## src/rtl/exc_entry_pkg.sv

```systemverilog
package exc_entry_pkg;

  // Exception codes recognised by the unit
  localparam logic [4:0] EC_INT   = 5'd0;
  localparam logic [4:0] EC_MOD   = 5'd1;
  localparam logic [4:0] EC_TLBL  = 5'd2;
  localparam logic [4:0] EC_TLBS  = 5'd3;
  localparam logic [4:0] EC_ADEL  = 5'd4;
  localparam logic [4:0] EC_ADES  = 5'd5;
  localparam logic [4:0] EC_TR    = 5'd13;
  localparam logic [4:0] EC_FPE   = 5'd15;
  localparam logic [4:0] EC_WATCH = 5'd23;

  typedef enum logic [2:0] {
    FK_NONE    = 3'd0,
    FK_MISS    = 3'd1,
    FK_INVALID = 3'd2,
    FK_MOD     = 3'd3,
    FK_BADADDR = 3'd4
  } fault_kind_e;

  typedef enum logic [1:0] {
    SEG_USER  = 2'b00,
    SEG_SUPV  = 2'b01,
    SEG_PHYS  = 2'b10,
    SEG_KERN  = 2'b11
  } seg_e;

  function automatic logic code_known(input logic [4:0] c);
    return (c <= EC_TR) || (c == EC_FPE) || (c == EC_WATCH);
  endfunction

  function automatic logic is_refill_code(input logic [4:0] c);
    return (c == EC_TLBL) || (c == EC_TLBS);
  endfunction

endpackage

```

## src/rtl/exc_rst_sync.sv

```systemverilog
module exc_rst_sync #(
  parameter int STAGES = 2
) (
  input  logic clk,
  input  logic rst_n,
  output logic rst_n_sync
);
  logic [STAGES-1:0] sync_q;

  always_ff @(posedge clk or negedge rst_n) begin
    if (!rst_n) sync_q <= '0;
    else        sync_q <= {sync_q[STAGES-2:0], 1'b1};
  end

  assign rst_n_sync = sync_q[STAGES-1];
endmodule

```

## src/rtl/exc_code_map.sv

```systemverilog
module exc_code_map
  import exc_entry_pkg::*;
(
  input  logic       use_fault,
  input  logic [2:0] fault_kind,
  input  logic       is_store,
  input  logic [4:0] raw_code,
  output logic [4:0] code,
  output logic       known,
  output logic       kind_invalid
);
  fault_kind_e kind;

  always_comb begin
    kind         = fault_kind_e'(fault_kind);
    code         = raw_code;
    known        = 1'b0;
    kind_invalid = 1'b0;
    if (use_fault) begin
      unique case (kind)
        FK_MISS: begin
          code  = is_store ? EC_TLBS : EC_TLBL;
          known = 1'b1;
        end
        FK_INVALID: begin
          code         = is_store ? EC_TLBS : EC_TLBL;
          known        = 1'b1;
          kind_invalid = 1'b1;
        end
        FK_MOD: begin
          code  = EC_MOD;
          known = 1'b1;
        end
        FK_BADADDR: begin
          code  = is_store ? EC_ADES : EC_ADEL;
          known = 1'b1;
        end
        default: begin
          code  = EC_INT;
          known = 1'b0;
        end
      endcase
    end else begin
      known = code_known(raw_code);
    end
  end
endmodule

```

## src/rtl/exc_vector_sel.sv

```systemverilog
module exc_vector_sel
  import exc_entry_pkg::*;
#(
  parameter int          VA_W       = 64,
  parameter logic [31:0] VEC_BASE   = 32'h8000_0000,
  parameter logic [11:0] OFS_GEN    = 12'h180,
  parameter logic [11:0] OFS_XREFIL = 12'h080,
  parameter logic [11:0] OFS_REFIL  = 12'h000
) (
  input  logic [4:0]      code,
  input  logic            level_before,
  input  logic            kind_invalid,
  input  logic [1:0]      seg_bits,
  input  logic            en_user,
  input  logic            en_supv,
  input  logic            en_kern,
  output logic [VA_W-1:0] vector
);
  localparam int EXT_W = VA_W - 32;

  logic        wide_addr;
  logic [11:0] ofs;
  logic [31:0] vec32;

  always_comb begin
    unique case (seg_e'(seg_bits))
      SEG_USER: wide_addr = en_user;
      SEG_SUPV: wide_addr = en_supv;
      SEG_KERN: wide_addr = en_kern;
      default:  wide_addr = 1'b0;
    endcase

    if (!is_refill_code(code) || level_before || kind_invalid) ofs = OFS_GEN;
    else if (wide_addr)                                        ofs = OFS_XREFIL;
    else                                                       ofs = OFS_REFIL;

    vec32  = VEC_BASE | {20'd0, ofs};
    vector = {{EXT_W{vec32[31]}}, vec32};
  end
endmodule

```

## src/rtl/exc_state_regs.sv

```systemverilog
module exc_state_regs #(
  parameter int VA_W     = 64,
  parameter int PG_SHIFT = 13,
  parameter int CTX_W    = 19,
  parameter int XCTX_W   = 27
) (
  input  logic              clk,
  input  logic              rst_n,
  input  logic              take,
  input  logic              take_fault,
  input  logic              level_clr,
  input  logic              in_delay,
  input  logic [1:0]        cop,
  input  logic [4:0]        code,
  input  logic [VA_W-1:0]   pc,
  input  logic [VA_W-1:0]   vaddr,
  output logic              level_q,
  output logic              bd_q,
  output logic [1:0]        ce_q,
  output logic [4:0]        code_q,
  output logic [VA_W-1:0]   epc_q,
  output logic [VA_W-1:0]   badv_q,
  output logic [CTX_W-1:0]  ctx_q,
  output logic [XCTX_W-1:0] xctx_q,
  output logic [1:0]        xreg_q,
  output logic [XCTX_W-1:0] ehi_q,
  output logic [1:0]        ereg_q
);
  localparam int SEG_LO = VA_W - 2;
  localparam logic [VA_W-1:0] SLOT_BYTES = VA_W'(4);

  logic              level_d, bd_d;
  logic [1:0]        ce_d, xreg_d, ereg_d;
  logic [4:0]        code_d;
  logic [VA_W-1:0]   epc_d, badv_d;
  logic [CTX_W-1:0]  ctx_d;
  logic [XCTX_W-1:0] xctx_d, ehi_d;

  // Next-state logic
  always_comb begin
    level_d = level_q;
    bd_d    = bd_q;
    ce_d    = ce_q;
    code_d  = code_q;
    epc_d   = epc_q;
    badv_d  = badv_q;
    ctx_d   = ctx_q;
    xctx_d  = xctx_q;
    xreg_d  = xreg_q;
    ehi_d   = ehi_q;
    ereg_d  = ereg_q;

    if (take) begin
      if (!level_q) begin
        bd_d    = in_delay;
        epc_d   = in_delay ? (pc - SLOT_BYTES) : pc;
        level_d = 1'b1;
      end
      ce_d   = cop;
      code_d = code;
    end else if (level_clr) begin
      level_d = 1'b0;
    end

    if (take_fault) begin
      badv_d = vaddr;
      ctx_d  = vaddr[PG_SHIFT +: CTX_W];
      xctx_d = vaddr[PG_SHIFT +: XCTX_W];
      xreg_d = vaddr[SEG_LO +: 2];
      ehi_d  = vaddr[PG_SHIFT +: XCTX_W];
      ereg_d = vaddr[SEG_LO +: 2];
    end
  end

  // State registers
  always_ff @(posedge clk or negedge rst_n) begin
    if (!rst_n) begin
      level_q <= 1'b0;
      bd_q    <= 1'b0;
      ce_q    <= '0;
      code_q  <= '0;
      epc_q   <= '1;
      badv_q  <= '1;
      ctx_q   <= '0;
      xctx_q  <= '0;
      xreg_q  <= '0;
      ehi_q   <= '0;
      ereg_q  <= '0;
    end else begin
      level_q <= level_d;
      bd_q    <= bd_d;
      ce_q    <= ce_d;
      code_q  <= code_d;
      epc_q   <= epc_d;
      badv_q  <= badv_d;
      ctx_q   <= ctx_d;
      xctx_q  <= xctx_d;
      xreg_q  <= xreg_d;
      ehi_q   <= ehi_d;
      ereg_q  <= ereg_d;
    end
  end
endmodule

```

## src/rtl/exc_entry_unit.sv

```systemverilog
module exc_entry_unit #(
  parameter int VA_W     = 64,
  parameter int PG_SHIFT = 13,
  parameter int CTX_W    = 19,
  parameter int XCTX_W   = 27
) (
  input  logic              clk,
  input  logic              rst_n,
  input  logic              exc_req,
  input  logic [4:0]        exc_code,
  input  logic [1:0]        exc_cop,
  input  logic [VA_W-1:0]   exc_pc,
  input  logic              exc_delay,
  input  logic              exc_tlb,
  input  logic [2:0]        tlb_err,
  input  logic              tlb_store,
  input  logic [VA_W-1:0]   fault_vaddr,
  input  logic              stat_ux,
  input  logic              stat_sx,
  input  logic              stat_kx,
  input  logic              exl_clr,
  output logic              exc_level,
  output logic              cause_bd,
  output logic [1:0]        cause_ce,
  output logic [4:0]        cause_exc,
  output logic [VA_W-1:0]   epc,
  output logic [VA_W-1:0]   badvaddr,
  output logic [CTX_W-1:0]  ctx_vpn2,
  output logic [XCTX_W-1:0] xctx_vpn2,
  output logic [1:0]        xctx_region,
  output logic [XCTX_W-1:0] ehi_vpn2,
  output logic [1:0]        ehi_region,
  output logic              redirect_vld,
  output logic [VA_W-1:0]   redirect_pc,
  output logic              req_err
);
  localparam int SEG_LO = VA_W - 2;

  logic            rst_n_i;
  logic [4:0]      fin_code;
  logic            code_ok, kind_inv;
  logic            take, take_fault;
  logic [1:0]      seg_bits;
  logic [VA_W-1:0] vec;

  logic            redir_d, redir_q, err_d, err_q;
  logic [VA_W-1:0] rpc_d, rpc_q;

  exc_rst_sync #(.STAGES(2)) u_rst (
    .clk        (clk),
    .rst_n      (rst_n),
    .rst_n_sync (rst_n_i)
  );

  exc_code_map u_map (
    .use_fault    (exc_tlb),
    .fault_kind   (tlb_err),
    .is_store     (tlb_store),
    .raw_code     (exc_code),
    .code         (fin_code),
    .known        (code_ok),
    .kind_invalid (kind_inv)
  );

  assign take       = exc_req && code_ok;
  assign take_fault = take && exc_tlb;
  assign seg_bits   = exc_tlb ? fault_vaddr[SEG_LO +: 2] : badvaddr[SEG_LO +: 2];

  exc_vector_sel #(.VA_W(VA_W)) u_vec (
    .code         (fin_code),
    .level_before (exc_level),
    .kind_invalid (kind_inv),
    .seg_bits     (seg_bits),
    .en_user      (stat_ux),
    .en_supv      (stat_sx),
    .en_kern      (stat_kx),
    .vector       (vec)
  );

  exc_state_regs #(
    .VA_W     (VA_W),
    .PG_SHIFT (PG_SHIFT),
    .CTX_W    (CTX_W),
    .XCTX_W   (XCTX_W)
  ) u_regs (
    .clk        (clk),
    .rst_n      (rst_n_i),
    .take       (take),
    .take_fault (take_fault),
    .level_clr  (exl_clr),
    .in_delay   (exc_delay),
    .cop        (exc_cop),
    .code       (fin_code),
    .pc         (exc_pc),
    .vaddr      (fault_vaddr),
    .level_q    (exc_level),
    .bd_q       (cause_bd),
    .ce_q       (cause_ce),
    .code_q     (cause_exc),
    .epc_q      (epc),
    .badv_q     (badvaddr),
    .ctx_q      (ctx_vpn2),
    .xctx_q     (xctx_vpn2),
    .xreg_q     (xctx_region),
    .ehi_q      (ehi_vpn2),
    .ereg_q     (ehi_region)
  );

  // Redirect / error strobe next state
  always_comb begin
    redir_d = take;
    err_d   = exc_req && !code_ok;
    rpc_d   = take ? vec : rpc_q;
  end

  always_ff @(posedge clk or negedge rst_n_i) begin
    if (!rst_n_i) begin
      redir_q <= 1'b0;
      err_q   <= 1'b0;
      rpc_q   <= '0;
    end else begin
      redir_q <= redir_d;
      err_q   <= err_d;
      rpc_q   <= rpc_d;
    end
  end

  assign redirect_vld = redir_q;
  assign redirect_pc  = rpc_q;
  assign req_err      = err_q;
endmodule

```

## config.mk

```make
export PLATFORM = sky130hd
export DESIGN_NAME = exc_entry_unit
export DESIGN_NICKNAME = d
export VERILOG_FILES = /design/src/rtl/exc_entry_pkg.sv /design/src/rtl/exc_rst_sync.sv /design/src/rtl/exc_code_map.sv /design/src/rtl/exc_vector_sel.sv /design/src/rtl/exc_state_regs.sv /design/src/rtl/exc_entry_unit.sv
export SDC_FILE = /design/constraint.sdc
export NUM_CORES = 1
export LEC_CHECK = 0
export ABC_CLOCK_PERIOD_IN_PS = 8200
export CAP_MARGIN = 5
export CORE_ASPECT_RATIO = 1.4
export CORE_MARGIN = 4
export CORE_UTILIZATION = 30
export CTS_CLUSTER_DIAMETER = 40
export CTS_CLUSTER_SIZE = 40
export DETAILED_ROUTE_END_ITERATION = 10
export PLACE_DENSITY_LB_ADDON = 0.12
export SYNTH_ARGS = -nofsm -noshare
export SYNTH_HDL_FRONTEND = slang
export SYNTH_SLANG_ARGS = --single-unit
export TNS_END_PERCENT = 1
```

## constraint.sdc

```tcl
create_clock -name clk -period 8.2 [get_ports clk]
set_input_delay 1.64 -clock clk [delete_from_list [all_inputs] [get_ports clk]]
set_output_delay 1.64 -clock clk [all_outputs]
set_load 0.01 [all_outputs]
```

==> impl_metrics.tcl, run 1 <==
set metrics [dict create \
    status "complete, no violations" \
    setup_viol 0 \
    grt_setup_unrepaired "false" \
    layout_setup_ws_ns 3.57 \
    whs_ns 0.351 \
    avgSynthCellArea_um2 9.03 \
    clock_path_buffers 2 \
    r2r_start "u_rst.sync_q[1]" \
    grt_overflow 0 \
    synthFlopType "dfstp_2" \
    ys_async_sr_fraction 1.00 \
    seq_area_um2 4490 \
    arrival_ns 5.00 \
    dp_cells 1618 \
    p_sw_frac 0.303 \
    syn_to_final_growth_pct 48.4 \
    intPower_mw 2.10 \
    powerDensity_nw_per_um2 234 \
    yosysMostFrequentCell "nand2_1" \
    final_net_count 1411 \
    crit_fanout 19 \
    fin_crit_sh 0.565 \
    vias_per_cell 4.54 \
    die_x_um 152 \
    start_util 0.305 \
    hold_class "register to register" \
    yosysWarningCount 0 \
    drc 0 \
    cts_sinks 173 \
    fmax_mhz 216 \
    cts_hold_buf 0 \
    r2r_slack_ns 6.34 \
    io_buffers 398 \
    p_leak_nw 5.20 \
    dp_hpwl_um 21600 \
    grt_pass1_vias 7399 \
    ir_worst_vdd_mv 0.139 \
    p_clk_frac 0.254 \
    whs_path_depth 0 \
    cts-htree-levels 4 \
    yosysSeqAreaShare 0.517 \
    synth_top_area_cell "dfstp_2" \
    drive_above_1_share 0.144 \
    hold_path_startpoint "u_rst.sync_q[0]" \
    core_area_um2 28500 \
    final_core_util 0.452 \
    vias 7491 \
    synthTopCellsByCount "nand2_1, dfstp_2, buf_4" \
    grt_max_degree 94 \
    post-cts-setup-buffers 0 \
    start_kind "input port" \
    r2r-end "u_regs.ehi_q[24]" \
    crit_type "input port to register" \
    setup_tns_ns 0 \
    grt_pass1_wl_um 43200 \
    fp.dieH_um 209 \
    ctsResizeCount 0 \
    routedWlPerCell_um 17.2 \
    syn_inst 962 \
    crit_required_ns 8.56 \
    netlist.area_leader.share 0.387 \
    dieArea_um2 31800 \
    cts_tree "yes" \
    p_comb_frac 0.324 \
    postRouteAntennaNets 0 \
    synth.distinct_cells 46 \
    ios 428 \
    stdcell_count 1651 \
    hold_end "u_rst.sync_q[1]" \
    synth_area_leaders "dfstp_2, nand2_1, dfrtp_1" \
    clk-insertion-delay-late_ns 0.42 \
    end_kind "register" \
    root_buffer "clkbuf_16" \
    finalMaxSlewViolations 0 \
    reg2regPathDepth 1 \
    synth-seq-cells 173 \
    relSlewSlack 0.258 \
    fp-row-count 73 \
    finalWirelength_um 28300 \
    p_switching_mw 0.916 \
    antenna_found_initial 1 \
    first_iter_violations 242 \
    fin_worst_skew_ns 0.00824 \
    synth_edf_count 0 \
    cts_buffers 17 \
    tightestPinTransition_ns 1.11 \
    drv_cap 0 \
    hold_viol 0 \
    drtPass1Iterations 5 \
    fillers 2835 \
    netlist_area_um2 8690 \
    place_ws_ns 3.05 \
    fin_crit_ns 4.63 \
    p_seq_frac 0.423 \
    path_clk_slew_ns 0.07 \
    gp_congestion 0.790 \
    grt_usage 0.172 \
    multi_input_comb_area_um2 3340 \
]
-- placed cells by master (no fill, tap or decap), types with 3 or more instances in the layout --
master / count
dfrtp_1: 44
mux2i_1: 3
clkbuf_16: 17
xor2_1: 13
or2_2: 6
nand3b_1: 3
nand2_1: 324
clkinvlp_4: 5
a31o_2: 3
inv_6: 3
conb_1: 30
nor2_1: 39
or3_1: 19
xnor2_1: 27
buf_4: 5
a21oi_1: 3
a31oi_1: 24
or4_1: 22
o31ai_1: 14
clkdlybuf4s50_1: 398
dfstp_2: 128
nor4_1: 21
nor3_1: 11
o21ai_0: 56
clkinv_4: 3
nand4b_1: 6
inv_1: 6
nand3_1: 9
-- per-stage QoR --
stage | cell area [µm²] | power, mW
final | 12900 | 3.02
after global routing | 12900 | 3.20
after CTS | 12900 | 3.08
after detailed placement | 12300 | 2.29
after global placement | 12300 | 2.28
after floorplan | 8790 | 1.69
-- per-layer routing --
metal | wire length [µm] | track usage | vias up | share of wire
met3 | 2370 | 0.0654 | 35 | 0.084
met4 | 569 | 0.0509 | 0 | 0.020
li1 | - | - | 3678 | -
met5 | 0 | 0 | - | 0
met1 | 11000 | 0.189 | 3486 | 0.39
met2 | 14400 | 0.307 | 292 | 0.51
-- flip-flops by register name, summed over array words and instances (netlist names) --
signal	count
u_regs.code_q	5
u_regs.ce_q	2
req_err	1
u_regs.epc_q	64
u_regs.xreg_q	2
u_regs.bd_q	1
u_rst.sync_q	2
u_regs.badv_q	64
u_regs.ctx_q	18
redirect_vld	1
u_regs.level_q	1
redirect_pc	3
u_regs.ehi_q	9
-- critical path, stage by stage --
cell and delay (ns):
clkdlybuf4s50_1 0.47, nor4_1 0.91, and4_1 0.43, nand4b_1 0.64, or4_1 0.72, a31oi_1 0.17
-- cell type report --
class,count,share of cell area
inverter,6,0.00175
clock buffer,19,0.0344
clock inverter,13,0.00825
sequential,173,0.348
tap,375,0.0364
timing repair buffer,403,0.312
multi-input combinational,661,0.259
antenna,1,0.000194
-- worst max path at each step --
stage               startpoint               end  cells after the start
5_1_grt             exc_pc[28]  u_regs.epc_q[58]                      6
2_1_floorplan  u_rst.sync_q[1]   redirect_pc[31]                      0
6_report            exc_pc[28]  u_regs.epc_q[58]                      6
3_3_place_gp        exc_pc[28]  u_regs.epc_q[60]                      6
3_5_place_dp        exc_pc[28]  u_regs.epc_q[58]                      6
4_1_cts             exc_pc[28]  u_regs.epc_q[48]                      6
-- power by group through the flow --
stage	sequential [mW]	clock, mW	combinational (mW)
after global routing	1.31	0.832	1.06
after detailed placement	1.29	0	0.994
after global placement	1.29	0	0.991
after floorplan	1.38	0	0.311
after CTS	1.28	0.800	0.997
final	1.28	0.766	0.977
-- logic make-up after synthesis --
logic type / share of synthesized area
flops: 0.517
simple gates: 0.246
xor+xnor: 0.0403
buf+inv: 0.115
compound gates: 0.0736
mux: 0.00605
fa+ha+maj: 0.00144
other cells: 0.000865
Note: power is estimated with default switching activity, not from simulation.
==> run 2, diff against run 1 <==
--- a/config.mk
+++ b/config.mk
@@ -5,7 +5,7 @@
 export SDC_FILE = /design/constraint.sdc
 export NUM_CORES = 1
 export LEC_CHECK = 0
-export ABC_CLOCK_PERIOD_IN_PS = 8200
+export ABC_CLOCK_PERIOD_IN_PS = 4700
 export CAP_MARGIN = 5
 export CORE_ASPECT_RATIO = 1.4
 export CORE_MARGIN = 4
==> constraint.sdc (replaced) <==
create_clock -name clk -period 4.7 [get_ports clk]
set_input_delay 0.94 -clock clk [delete_from_list [all_inputs] [get_ports clk]]
set_output_delay 0.94 -clock clk [all_outputs]
set_load 0.01 [all_outputs]
==> impl_metrics.tcl, run 2 (same netlist as run 1, synthesis figures left out) <==
set metrics [dict create \
    status "complete, no violations" \
    fillers 2806 \
    stdcell_count 1657 \
    end_kind "register" \
    clk-insertion-delay-late_ns 0.44 \
    grt_pass1_vias 7464 \
    relSlewSlack 0.334 \
    grt_max_degree 94 \
    gp_congestion 0.793 \
    fin_crit_ns 3.61 \
    root_buffer "clkbuf_16" \
    dieArea_um2 31800 \
    whs_ns 0.363 \
    largestRegisters "u_regs.badv_q x64, u_regs.epc_q x64, u_regs.ctx_q x18" \
    drive_above_1_share 0.148 \
    io_buffers 398 \
    multi_input_comb_area_um2 3340 \
    cts_buffers 17 \
    r2r_slack_ns 3.13 \
    powerDensity_nw_per_um2 411 \
    place_ws_ns 0.635 \
    routedWlPerCell_um 17.2 \
    fin_worst_skew_ns 0.00759 \
    grt_setup_unrepaired "false" \
    drc 0 \
    cts_hold_buf 0 \
    cts_tree "yes" \
    seq_area_um2 4490 \
    vias 7505 \
    final_net_count 1417 \
    r2r-end "u_regs.epc_q[12]" \
    hold_viol 0 \
    cts_sinks 173 \
    postRouteAntennaNets 0 \
    ir_worst_vdd_mv 0.254 \
    ctsResizeCount 0 \
    crit_type "input port to register" \
    drtPass1Iterations 6 \
    vias_per_cell 4.53 \
    startpoint "exc_pc[10]" \
    fin_crit_sh 0.768 \
    finalWirelength_um 28500 \
    start_kind "input port" \
    path_clk_slew_ns 0.07 \
    die_x_um 152 \
    syn_to_final_growth_pct 49.2 \
    grt_overflow 0 \
    arrival_ns 3.97 \
    layout_common_cells "clkdlybuf4s50_1, nand2_1, dfstp_2" \
    cts-htree-levels 4 \
    first_iter_violations 263 \
    crit_fanout 16 \
    hold_class "register to register" \
    grt_pass1_wl_um 44000 \
    antenna_found_initial 1 \
    finalMaxSlewViolations 0 \
    post-cts-setup-buffers 0 \
    crit_required_ns 5.06 \
    reg2regPathDepth 5 \
    dp_cells 1624 \
    fp-row-count 73 \
    r2r_start "u_regs.level_q" \
    setup_tns_ns 0 \
    dp_hpwl_um 22000 \
    start_util 0.305 \
    clock_path_buffers 2 \
    drv_cap 0 \
    final_common_cell "clkdlybuf4s50_1" \
    total_power_mw 5.32 \
    cp-endpoint "u_regs.epc_q[50]" \
    core_area_um2 28500 \
    grt_usage 0.175 \
    setup_viol 0 \
    fp.dieH_um 209 \
    fmax_mhz 277 \
    layout_setup_ws_ns 1.09 \
    p_leak_nw 5.26 \
    ios 428 \
    tightestPinTransition_ns 0.998 \
]
## run 2: cell types whose count changed in the layout (fill, tap and decap cells not counted), sizes merged
cell,previous run,this run
clkinv,4,6
clkbuf,19,17
buf,5,11
inv,10,12
clkinvlp,5,2
bufinv,0,1
## run 2: routing by layer
layer | GRT usage | up-vias | wire length [µm] | share of wire
met5 | 0 | - | 0 | 0
met4 | 0.0521 | 0 | 480 | 0.017
met3 | 0.0613 | 29 | 2270 | 0.079
met2 | 0.317 | 276 | 14800 | 0.52
met1 | 0.192 | 3511 | 11000 | 0.39
li1 | - | 3689 | - | -
## run 2: power by group
group / switching, mW / total, mW / internal [mW]
clock network: 0.645 / 1.38 / 0.739
logic: 0.742 / 1.71 / 0.965
registers: 0.223 / 2.23 / 2.01
## run 2: worst min-delay path by stage
stage	startpoint	endpoint	slack [ns]	cells after the start
2_1_floorplan	u_rst.sync_q[0]	u_rst.sync_q[1]	0.33	0
3_3_place_gp	u_rst.sync_q[0]	u_rst.sync_q[1]	0.34	0
3_5_place_dp	u_rst.sync_q[0]	u_rst.sync_q[1]	0.34	0
4_1_cts	u_rst.sync_q[0]	u_rst.sync_q[1]	0.36	0
5_1_grt	u_rst.sync_q[0]	u_rst.sync_q[1]	0.37	0
6_report	u_rst.sync_q[0]	u_rst.sync_q[1]	0.36	0
## run 2: final cells by class
type	count	share of cell area
multi-input combinational	661	0.257
inverter	6	0.00174
antenna	1	0.000193
clock inverter	15	0.0105
tap	375	0.0362
sequential	173	0.347
clock buffer	17	0.0328
timing repair buffer	409	0.315
## run 2: through the flow
| stage | cell area, µm² | util |
|---|---|---|
| after global placement | 12400 | 0.435 |
| after detailed placement | 12400 | 0.435 |
| final | 13000 | 0.455 |
| after floorplan | 8790 | - |
| after CTS | 13000 | 0.455 |
| after global routing | 13000 | 0.455 |
## run 2: worst max-delay path, cell delays in order
cell and delay [ns]:
clkdlybuf4s50_1 0.47, or4_4 0.57, or4_1 0.81, or3_4 0.52, or4_1 0.48, a31oi_1 0.18
==> run 3, diff against run 2 <==
--- a/config.mk
+++ b/config.mk
@@ -5,7 +5,7 @@
 export SDC_FILE = /design/constraint.sdc
 export NUM_CORES = 1
 export LEC_CHECK = 0
-export ABC_CLOCK_PERIOD_IN_PS = 4700
+export ABC_CLOCK_PERIOD_IN_PS = 3720
 export CAP_MARGIN = 5
 export CORE_ASPECT_RATIO = 1.4
 export CORE_MARGIN = 4
==> constraint.sdc (replaced) <==
create_clock -name clk -period 3.72 [get_ports clk]
set_input_delay 0.744 -clock clk [delete_from_list [all_inputs] [get_ports clk]]
set_output_delay 0.744 -clock clk [all_outputs]
set_load 0.01 [all_outputs]
==> impl_metrics.tcl, run 3 (same netlist as run 1, synthesis figures left out) <==
set metrics [dict create \
    met2_length_um 15000 \
    drtPass1Iterations 4 \
    whs_path_depth 0 \
    fp.dieH_um 209 \
    vias_per_cell 4.53 \
    dieArea_um2 31800 \
    cts-htree-levels 4 \
    post-cts-setup-buffers 0 \
    slowest_delay_ns 0.63 \
    grt_pass1_wl_um 44800 \
    fmax_mhz 313 \
    end_kind "register" \
    grt_max_degree 80 \
    grt_setup_unrepaired "false" \
    status "complete, no violations" \
    cp_num_buf_inv 2 \
    first_iter_violations 272 \
    met1_length_um 11000 \
    dp_cells 1637 \
    fp-row-count 73 \
    arrival_ns 3.55 \
    r2r_slack_ns 2.17 \
    crit_required_ns 4.08 \
    hold_end "u_rst.sync_q[1]" \
    diodes 0 \
    setup_viol 0 \
    vias 7557 \
    met3_length_um 2460 \
    whs_ns 0.353 \
    finalWirelength_um 29000 \
    hold_path_startpoint "u_rst.sync_q[0]" \
    grt_pass1_vias 7526 \
    syn_to_final_growth_pct 51.5 \
    grt_overflow 0 \
    stdcell_count 1669 \
    fin_area_um2 13200 \
    route.top_layer_used "met5" \
    cts_hold_buf 0 \
    dp_hpwl_um 22200 \
    hold_class "register to register" \
    gp_congestion 0.820 \
    drc 0 \
    postRouteAntennaNets 0 \
    root_buffer "clkbuf_16" \
    tightestPinTransition_ns 0.876 \
    crit_type "input port to register" \
    io_buffers 398 \
    crit_fanout 10 \
    powerDensity_nw_per_um2 523 \
    ios 428 \
    ir_worst_vdd_mv 0.307 \
    fin_crit_ns 3.19 \
    layout_setup_ws_ns 0.528 \
    post_dp_cell_area_um2 12500 \
    relSlewSlack 0.416 \
    die_x_um 152 \
    reg2regPathDepth 6 \
    layout_common_cells "clkdlybuf4s50_1, nand2_1, dfstp_2" \
    startpoint "exc_pc[43]" \
    fin_worst_skew_ns 0.0134 \
    critPathTopFamily "simple AND/OR/NAND/NOR gates" \
    drive_above_1_share 0.156 \
    clock_path_buffers 2 \
    start_util 0.305 \
    cts_sinks 173 \
    r2r-end "u_regs.epc_q[44]" \
    crit_slowest_cell "or4_1" \
    p_leak_nw 5.36 \
    final_common_cell "clkdlybuf4s50_1" \
    path_clk_slew_ns 0.07 \
    finalMaxSlewViolations 0 \
    hold_viol 0 \
    routedWlPerCell_um 17.3 \
    antenna_found_initial 2 \
    final_core_util 0.462 \
    grt_usage 0.177 \
    place_ws_ns 0.105 \
    largestRegisters "u_regs.badv_q x64, u_regs.epc_q x64, u_regs.ctx_q x18" \
    cts_tree "yes" \
    crit_chain "clkdlybuf4s50_1, or4_1, nor4_1, nand3b_1, buf_4, or4_1, a31oi_1" \
    ctsResizeCount 0 \
    r2r_start "u_regs.level_q" \
    setup_tns_ns 0 \
    drv_cap 0 \
    fin_crit_sh 0.858 \
    clk-insertion-delay-late_ns 0.43 \
    start_kind "input port" \
    cts_buffers 17 \
    core_area_um2 28500 \
    critical_path.most_common_cell "or4_1" \
    total_power_mw 6.88 \
    final_net_count 1430 \
]
==> run 3: changes by cell type in the layout (fill, tap and decap cells not counted) <==
cell	before	now
inv_4	0	2
buf_12	1	5
buf_4	10	19
inv_6	4	1
clkbuf_8	0	4
clkinv_2	5	0
bufinv_16	1	2
clkbuf_1	0	1
diode_2	1	0
==> run 3: worst max-delay path by stage <==
stage	end	slack, ns	cells past startpoint
2_1_floorplan	u_regs.epc_q[50]	0.69	6
3_3_place_gp	u_regs.epc_q[63]	0.18	7
3_5_place_dp	u_regs.epc_q[63]	0.11	7
4_1_cts	u_regs.epc_q[63]	0.56	7
5_1_grt	u_regs.epc_q[63]	0.28	7
6_report	u_regs.epc_q[63]	0.53	7
==> run 3: worst register-to-register path, cell delays in order, from the launching register on <==
cell     delay [ns]
dfrtp_1        0.38
inv_1          0.08
nand2_1        0.12
a31oi_4        0.17
buf_4          0.45
nor2_1         0.09
a31oi_1        0.19
==> run 3: area by class of cell <==
cell class                 instances  area, µm²
clock buffer                      22        484
tap                              375        469
sequential                       173       4490
clock inverter                    10        128
inverter                           6       22.5
timing repair buffer             422       4230
fill                            2833      15300
multi-input combinational        661       3340
==> run 3: power by group <==
group | switching [mW] | total, mW | leakage (nW) | internal (mW)
combinational | 0.942 | 2.17 | 3.17 | 1.23
clock | 0.804 | 1.88 | 0.298 | 1.08
sequential | 0.284 | 2.82 | 1.89 | 2.54
==> run 3: metal layers <==
layer  vias to the layer above  track usage
li1                       3713            -
met1                      3544        0.197
met2                       272        0.317
met3                        24       0.0681
met4                         4       0.0447
met5                         -            0
